==> config.mk <==
export PLATFORM = sky130hd
export DESIGN_NAME = smb_idle_watch
export DESIGN_NICKNAME = d
export VERILOG_FILES = /design/src/rtl/smb_mon_pkg.sv /design/src/rtl/smb_line_sync.sv /design/src/rtl/smb_free_det.sv /design/src/rtl/smb_low_det.sv /design/src/rtl/smb_idle_watch.sv
export SDC_FILE = /design/constraint.sdc
export NUM_CORES = 1
export LEC_CHECK = 0
export BUFFER_PORTS_ARGS = -buffer_cell sky130_fd_sc_hd__buf_2
export CAP_MARGIN = 20
export CORE_MARGIN = 2
export CORE_UTILIZATION = 45
export CTS_CLUSTER_DIAMETER = 200
export CTS_CLUSTER_SIZE = 28
export DETAILED_ROUTE_END_ITERATION = 8
export GPL_ROUTABILITY_DRIVEN = 1
export SYNTH_ARGS = -nofsm -noshare
export SYNTH_HDL_FRONTEND = slang
export SYNTH_SLANG_ARGS = --single-unit
==> constraint.sdc <==
create_clock -name clk -period 1.7 [get_ports clk]
set_input_delay 0.425 -clock clk [delete_from_list [all_inputs] [get_ports clk]]
set_output_delay 0.425 -clock clk [all_outputs]
set_load 0.02 [all_outputs]
==> src/rtl/smb_mon_pkg.sv <==
package smb_mon_pkg;

    // Synchronized view of one bus line.
    typedef struct packed {
        logic lvl;   // synchronized level
        logic rise;  // rose since last cycle
        logic fall;  // fell since last cycle
    } line_t;

    localparam int unsigned N_LINES = 2;
    localparam int unsigned IDX_SCL = 0;
    localparam int unsigned IDX_SDA = 1;

endpackage

==> src/rtl/smb_line_sync.sv <==
module smb_line_sync
    import smb_mon_pkg::*;
#(
    parameter int unsigned STAGES = 2
) (
    input  logic  clk,
    input  logic  rst_n,
    input  logic  raw,
    output line_t line
);
    // STAGES synchronizer flops plus one history flop for edge detection.
    localparam int unsigned DEPTH = STAGES + 1;

    logic [DEPTH-1:0] sh_d, sh_q;

    always_comb begin
        sh_d = {sh_q[DEPTH-2:0], raw};
    end

    always_ff @(posedge clk or negedge rst_n) begin
        if (!rst_n) sh_q <= '1;   // an idle bus is high
        else        sh_q <= sh_d;
    end

    always_comb begin
        line.lvl  = sh_q[STAGES-1];
        line.rise = sh_q[STAGES-1] & ~sh_q[STAGES];
        line.fall = ~sh_q[STAGES-1] & sh_q[STAGES];
    end
endmodule

==> src/rtl/smb_free_det.sv <==
module smb_free_det
    import smb_mon_pkg::*;
#(
    parameter int unsigned FREE_TICKS = 10,
    parameter bit          STOP_FREES = 1'b1
) (
    input  logic  clk,
    input  logic  rst_n,
    input  line_t scl,
    input  line_t sda,
    input  logic  tick,
    input  logic  en,
    input  logic  start_pend,
    output logic  bus_free,
    output logic  start_ok
);
    localparam int unsigned CW = $clog2(FREE_TICKS + 1);
    localparam logic [CW-1:0] LAST = CW'(FREE_TICKS);

    typedef struct packed {
        logic [CW-1:0] cnt;
        logic          free;
        logic          ok;
    } st_t;

    st_t st_d, st_q;
    logic start_cond, stop_cond, any_fall, both_high;

    always_comb begin
        start_cond = sda.fall & scl.lvl & ~scl.fall;
        stop_cond  = sda.rise & scl.lvl & ~scl.rise;
        any_fall   = scl.fall | sda.fall;
        both_high  = scl.lvl & sda.lvl;

        st_d    = st_q;
        st_d.ok = 1'b0;
        if (!en || any_fall || start_cond) begin
            st_d.cnt  = '0;
            st_d.free = 1'b0;
        end else if (STOP_FREES && stop_cond) begin
            st_d.cnt  = '0;
            st_d.free = 1'b1;
        end else if (both_high) begin
            if (tick) begin
                if (st_q.cnt == LAST) st_d.free = 1'b1;
                else                  st_d.cnt  = st_q.cnt + 1'b1;
            end
        end else begin
            st_d.cnt = '0;
        end
        st_d.ok = start_pend & st_d.free & ~st_q.free;
    end

    always_ff @(posedge clk or negedge rst_n) begin
        if (!rst_n) st_q <= '0;
        else        st_q <= st_d;
    end

    assign bus_free = st_q.free;
    assign start_ok = st_q.ok;
endmodule

==> src/rtl/smb_low_det.sv <==
module smb_low_det #(
    parameter int unsigned LOW_TICKS = 25
) (
    input  logic clk,
    input  logic rst_n,
    input  logic scl_lvl,
    input  logic scl_rise,
    input  logic tick,
    input  logic en,
    output logic low_evt
);
    localparam int unsigned LW = $clog2(LOW_TICKS + 1);
    localparam logic [LW-1:0] LAST = LW'(LOW_TICKS - 1);

    typedef struct packed {
        logic [LW-1:0] cnt;
        logic          fired;
        logic          evt;
    } st_t;

    st_t st_d, st_q;

    always_comb begin
        st_d     = st_q;
        st_d.evt = 1'b0;
        if (!en || scl_rise || scl_lvl) begin
            st_d.cnt   = '0;
            st_d.fired = 1'b0;
        end else if (tick && !st_q.fired) begin
            if (st_q.cnt == LAST) begin
                st_d.evt   = 1'b1;
                st_d.fired = 1'b1;
                st_d.cnt   = '0;
            end else begin
                st_d.cnt = st_q.cnt + 1'b1;
            end
        end
    end

    always_ff @(posedge clk or negedge rst_n) begin
        if (!rst_n) st_q <= '0;
        else        st_q <= st_d;
    end

    assign low_evt = st_q.evt;
endmodule

==> src/rtl/smb_idle_watch.sv <==
module smb_idle_watch
    import smb_mon_pkg::*;
#(
    parameter int unsigned SYNC_STAGES = 2,
    parameter int unsigned FREE_TICKS  = 10,
    parameter int unsigned LOW_TICKS   = 25,
    parameter bit          STOP_FREES  = 1'b1
) (
    input  logic clk,
    input  logic rst_n,
    input  logic scl_in,
    input  logic sda_in,
    input  logic tick,
    input  logic free_en,
    input  logic low_en,
    input  logic start_pend,
    output logic low_evt,
    output logic bus_free,
    output logic start_ok
);
    logic [N_LINES-1:0] raw;
    line_t              ln [N_LINES];
    logic               scl_s, sda_s;

    assign raw[IDX_SCL] = scl_in;
    assign raw[IDX_SDA] = sda_in;

    for (genvar g = 0; g < N_LINES; g++) begin : g_sync
        smb_line_sync #(.STAGES(SYNC_STAGES)) u_sync (
            .clk  (clk),
            .rst_n(rst_n),
            .raw  (raw[g]),
            .line (ln[g])
        );
    end

    assign scl_s = ln[IDX_SCL].lvl;
    assign sda_s = ln[IDX_SDA].lvl;

    smb_free_det #(.FREE_TICKS(FREE_TICKS), .STOP_FREES(STOP_FREES)) u_free (
        .clk       (clk),
        .rst_n     (rst_n),
        .scl       (ln[IDX_SCL]),
        .sda       (ln[IDX_SDA]),
        .tick      (tick),
        .en        (free_en),
        .start_pend(start_pend),
        .bus_free  (bus_free),
        .start_ok  (start_ok)
    );

    smb_low_det #(.LOW_TICKS(LOW_TICKS)) u_low (
        .clk     (clk),
        .rst_n   (rst_n),
        .scl_lvl (scl_s),
        .scl_rise(ln[IDX_SCL].rise),
        .tick    (tick),
        .en      (low_en),
        .low_evt (low_evt)
    );
endmodule

==> impl_results.md <==
* Vias per inst at 5.36
* Count of port buffers added during placement at 10
* Post-CTS setup buffer count at 0
* Worst setup SP type: flop
* Total number of placement rows at 15
* Clock sink count at 19
* Most frequent cells in the layout: dfrtp_1 (13), buf_2 (10), nand2_1 (7), nand3_1 (7)
* Clock buffers created by TritonCTS at 3
* Die Y at 47.4 um
* Initial antenna violation count at 0
* Number of instances in the synthesized netlist at 78
* Class of the tightest hold or removal check: in2async
* Root Driver: clkbuf_4
* Reg-to-Reg End: u_free.st_q[4]
* Initial Util at 48.5%
* Worst reg2reg startpoint: u_free.st_q[2]
* Detailed-routing iteration count for the pre-antenna-repair pass at 4
* RSZ-0062 raised after global routing: false
* Transition time at the pin with the least slew margin at 0.406 ns
* Final routed wire length divided by cell count at 11.7 um
* Maximum achievable frequency at 698 MHz
* End point of the critical path: u_free.st_q[4]
* Synthesized area per cell at 10.9 um^2
* Final Slew Violations at 0
* Count of state elements after synthesis at 19
* Mapped Nets at 90
* Standard cell core area at 0.00175 mm^2
* Distinct cells, synth at 24
* Power dissipated by switching net loads at 168 uW
* Critical Path RT at 1.93 ns
* Clock Latency Late Sink at 0.29 ns
* Initial detailed-routing violation count at 18
* Combinational share of power at 6.0%
* First-pass GRT wire length at 2.48 mm
* Largest fanout of any net on the critical path at 7
* H-tree depth at 1
* Buffers from clock root to sink, at most at 2
* Register-to-Register Setup Slack at 0.27 ns
* Fin Clk Skew at 0.00865 ns
* Detailed placer's ending HPWL at 995 um
* Clk slew on worst S/H paths at 0.11 ns
* Total number of yosys warnings at 0
* Final weighted congestion of routability-driven global placement at 0.763
* Post-CTS Hold Buffers at 0
* Die Outline Area at 0.00225 mm^2
* DRC violation count after routing at 0
* Global routing usage summed across all routing layers at 16.5%
* Total of max-cap violations at 0
* Clock network power share at 29.5%
* Fraction of power spent switching nets at 22.7%
* Cells resized by post-CTS repair at 0
* Final Hold Violating Endpoints at 0
* Remaining max-slew budget at the tightest pin at 72.9%
* Crit Path Class: reg2reg
* Max rail drop VDD at 0.670 mV
* CP Data Arrival Time at 1.66 ns
* Antenna diode count at 0
* Power density over cell area at 773 mW/mm^2
* Endpoint class of the critical path: flop
* Reg power frac at 64.5%
* Count of cells along the worst register-to-register path at 5
* Fraction of final layout cells with drive strength greater than 1 at 25.0%
* Die Wd at 47.4 um
* Pleak at 0.414 nW
* Synth-to-layout area growth at 12.9%
* Run status: completed
* TritonCTS clock tree: built
* Min Clock Period, post-route at 1.43 ns
* Cell-internal power at 571 uW
* TNS Setup at 0 ns
* Number of primary I/O pins at 11
* Final period util at 84.3%
* Worst hold-check slack at 0.0409 ns
* WL final at 1.37 mm
* Proportion of synthesized chip area in sequential cells at 57.0%
* Most common cell after layout, fill and taps aside: dfrtp_1
* Mapped Area at 847 um^2
* Net count, final at 105
* Setup Viol. Count Final at 0
* Pwr Total at 739 uW
* Startpoint of the most critical setup path: u_free.st_q[2]
* Maximum number of pins on one net before global-route repair at 20
* Vias in the first global route at 542
* Number of vias after detailed routing at 627
* Remaining Overflow, GRT at 0
* Post-DRT Antenna Nets at 0
synthesized netlist by cell type, drive strengths merged:
cell    instances  area share, %
and3b           1            1.0
dfrtp          13             38
nand4           3            2.2
o21ba           1            1.2
o221ai          1            1.0
a21oi           6            3.5
ha              4            5.9
o21ai           2            1.2
xor2            1            1.0
and2b           1            1.0
a31oi           3            2.2
nand4b          2            2.1
a311oi          1            1.0
nand3           7            4.1
nor2            2           0.89
inv             6            2.7
a41oi           1            1.0
nor3            1           0.59
nand2b          3            2.5
or3             5            3.7
dfstp           6             19
a211oi          1           0.89
nand2           7            3.1
routing by layer:
| layer | up-vias | global-route usage [%] | routed length [um] |
|---|---|---|---|
| li1 | 311 | - | - |
| met1 | 298 | 24.8 | 682 |
| met2 | 16 | 22.4 | 602 |
| met3 | 2 | 6.92 | 81 |
| met4 | 0 | 3.33 | 6 |
| met5 | - | 0 | 0 |
logic make-up after synthesis:
logic type / synth area share, %
and+or+nand+nor: 21.3
DFF: 57.0
AOI/OAI and AO/OA: 12.1
buffers and inverters: 2.66
adders and majority gates: 5.91
xor gates and xnor gates: 1.03
registers in the layout (all words and copies together) (netlist names):
signal	count
u_low.st_q	6
u_free.st_q	4
u_free.bus_free	1
u_free.start_ok	1
g_sync.u_sync.sh_q	6
u_low.low_evt	1
power groups by stage:
stage          sequential [mW]  combinational, mW  clock, mW
2_1_floorplan            0.483             0.0206          0
3_3_place_gp             0.485             0.0449          0
3_5_place_dp             0.485             0.0454          0
4_1_cts                  0.476             0.0458      0.232
5_1_grt                  0.479             0.0525      0.259
6_report                 0.476             0.0444      0.218
how the worst min path moves through the flow:
| stage | startpoint | endpoint | cells after the start |
|---|---|---|---|
| final | rst_n | u_low.st_q[5] | 1 |
| after global routing | rst_n | u_low.st_q[4] | 1 |
| after CTS | rst_n | u_low.st_q[4] | 1 |
| after detailed placement | g_sync[1].u_sync.sh_q[0] | g_sync[1].u_sync.sh_q[1] | 0 |
| after global placement | g_sync[0].u_sync.sh_q[0] | g_sync[0].u_sync.sh_q[1] | 0 |
| after floorplan | rst_n | u_free.bus_free | 0 |
worst max-delay path, stage by stage, from the launching register on:
cell,delay (ns)
dfrtp_1,0.41
inv_1,0.06
ha_1,0.19
and3b_1,0.23
or3_1,0.35
a21oi_1,0.12
through the flow:
stage          std cells  setup WS (ns)  util (%)  instance area [um^2]
4_1_cts              117          0.258      54.8                   956
5_1_grt              117          0.151      54.8                   956
2_1_floorplan         78          0.376         -                   847
3_5_place_dp         113          0.291      53.2                   928
3_3_place_gp         113          0.330      53.2                   928
6_report             117          0.267      54.8                   956
layout make-up:
type                    instances  area [um^2]
clock inverters                 1         5.00
fillers                       160          790
flip-flops and latches         19          483
inverters                       6         22.5
clock buffers                   3         22.5
well taps                      25         31.3
multi-input cells              53          342
repair buffers                 10         50.0
Note: power is estimated with default switching activity, not from simulation.
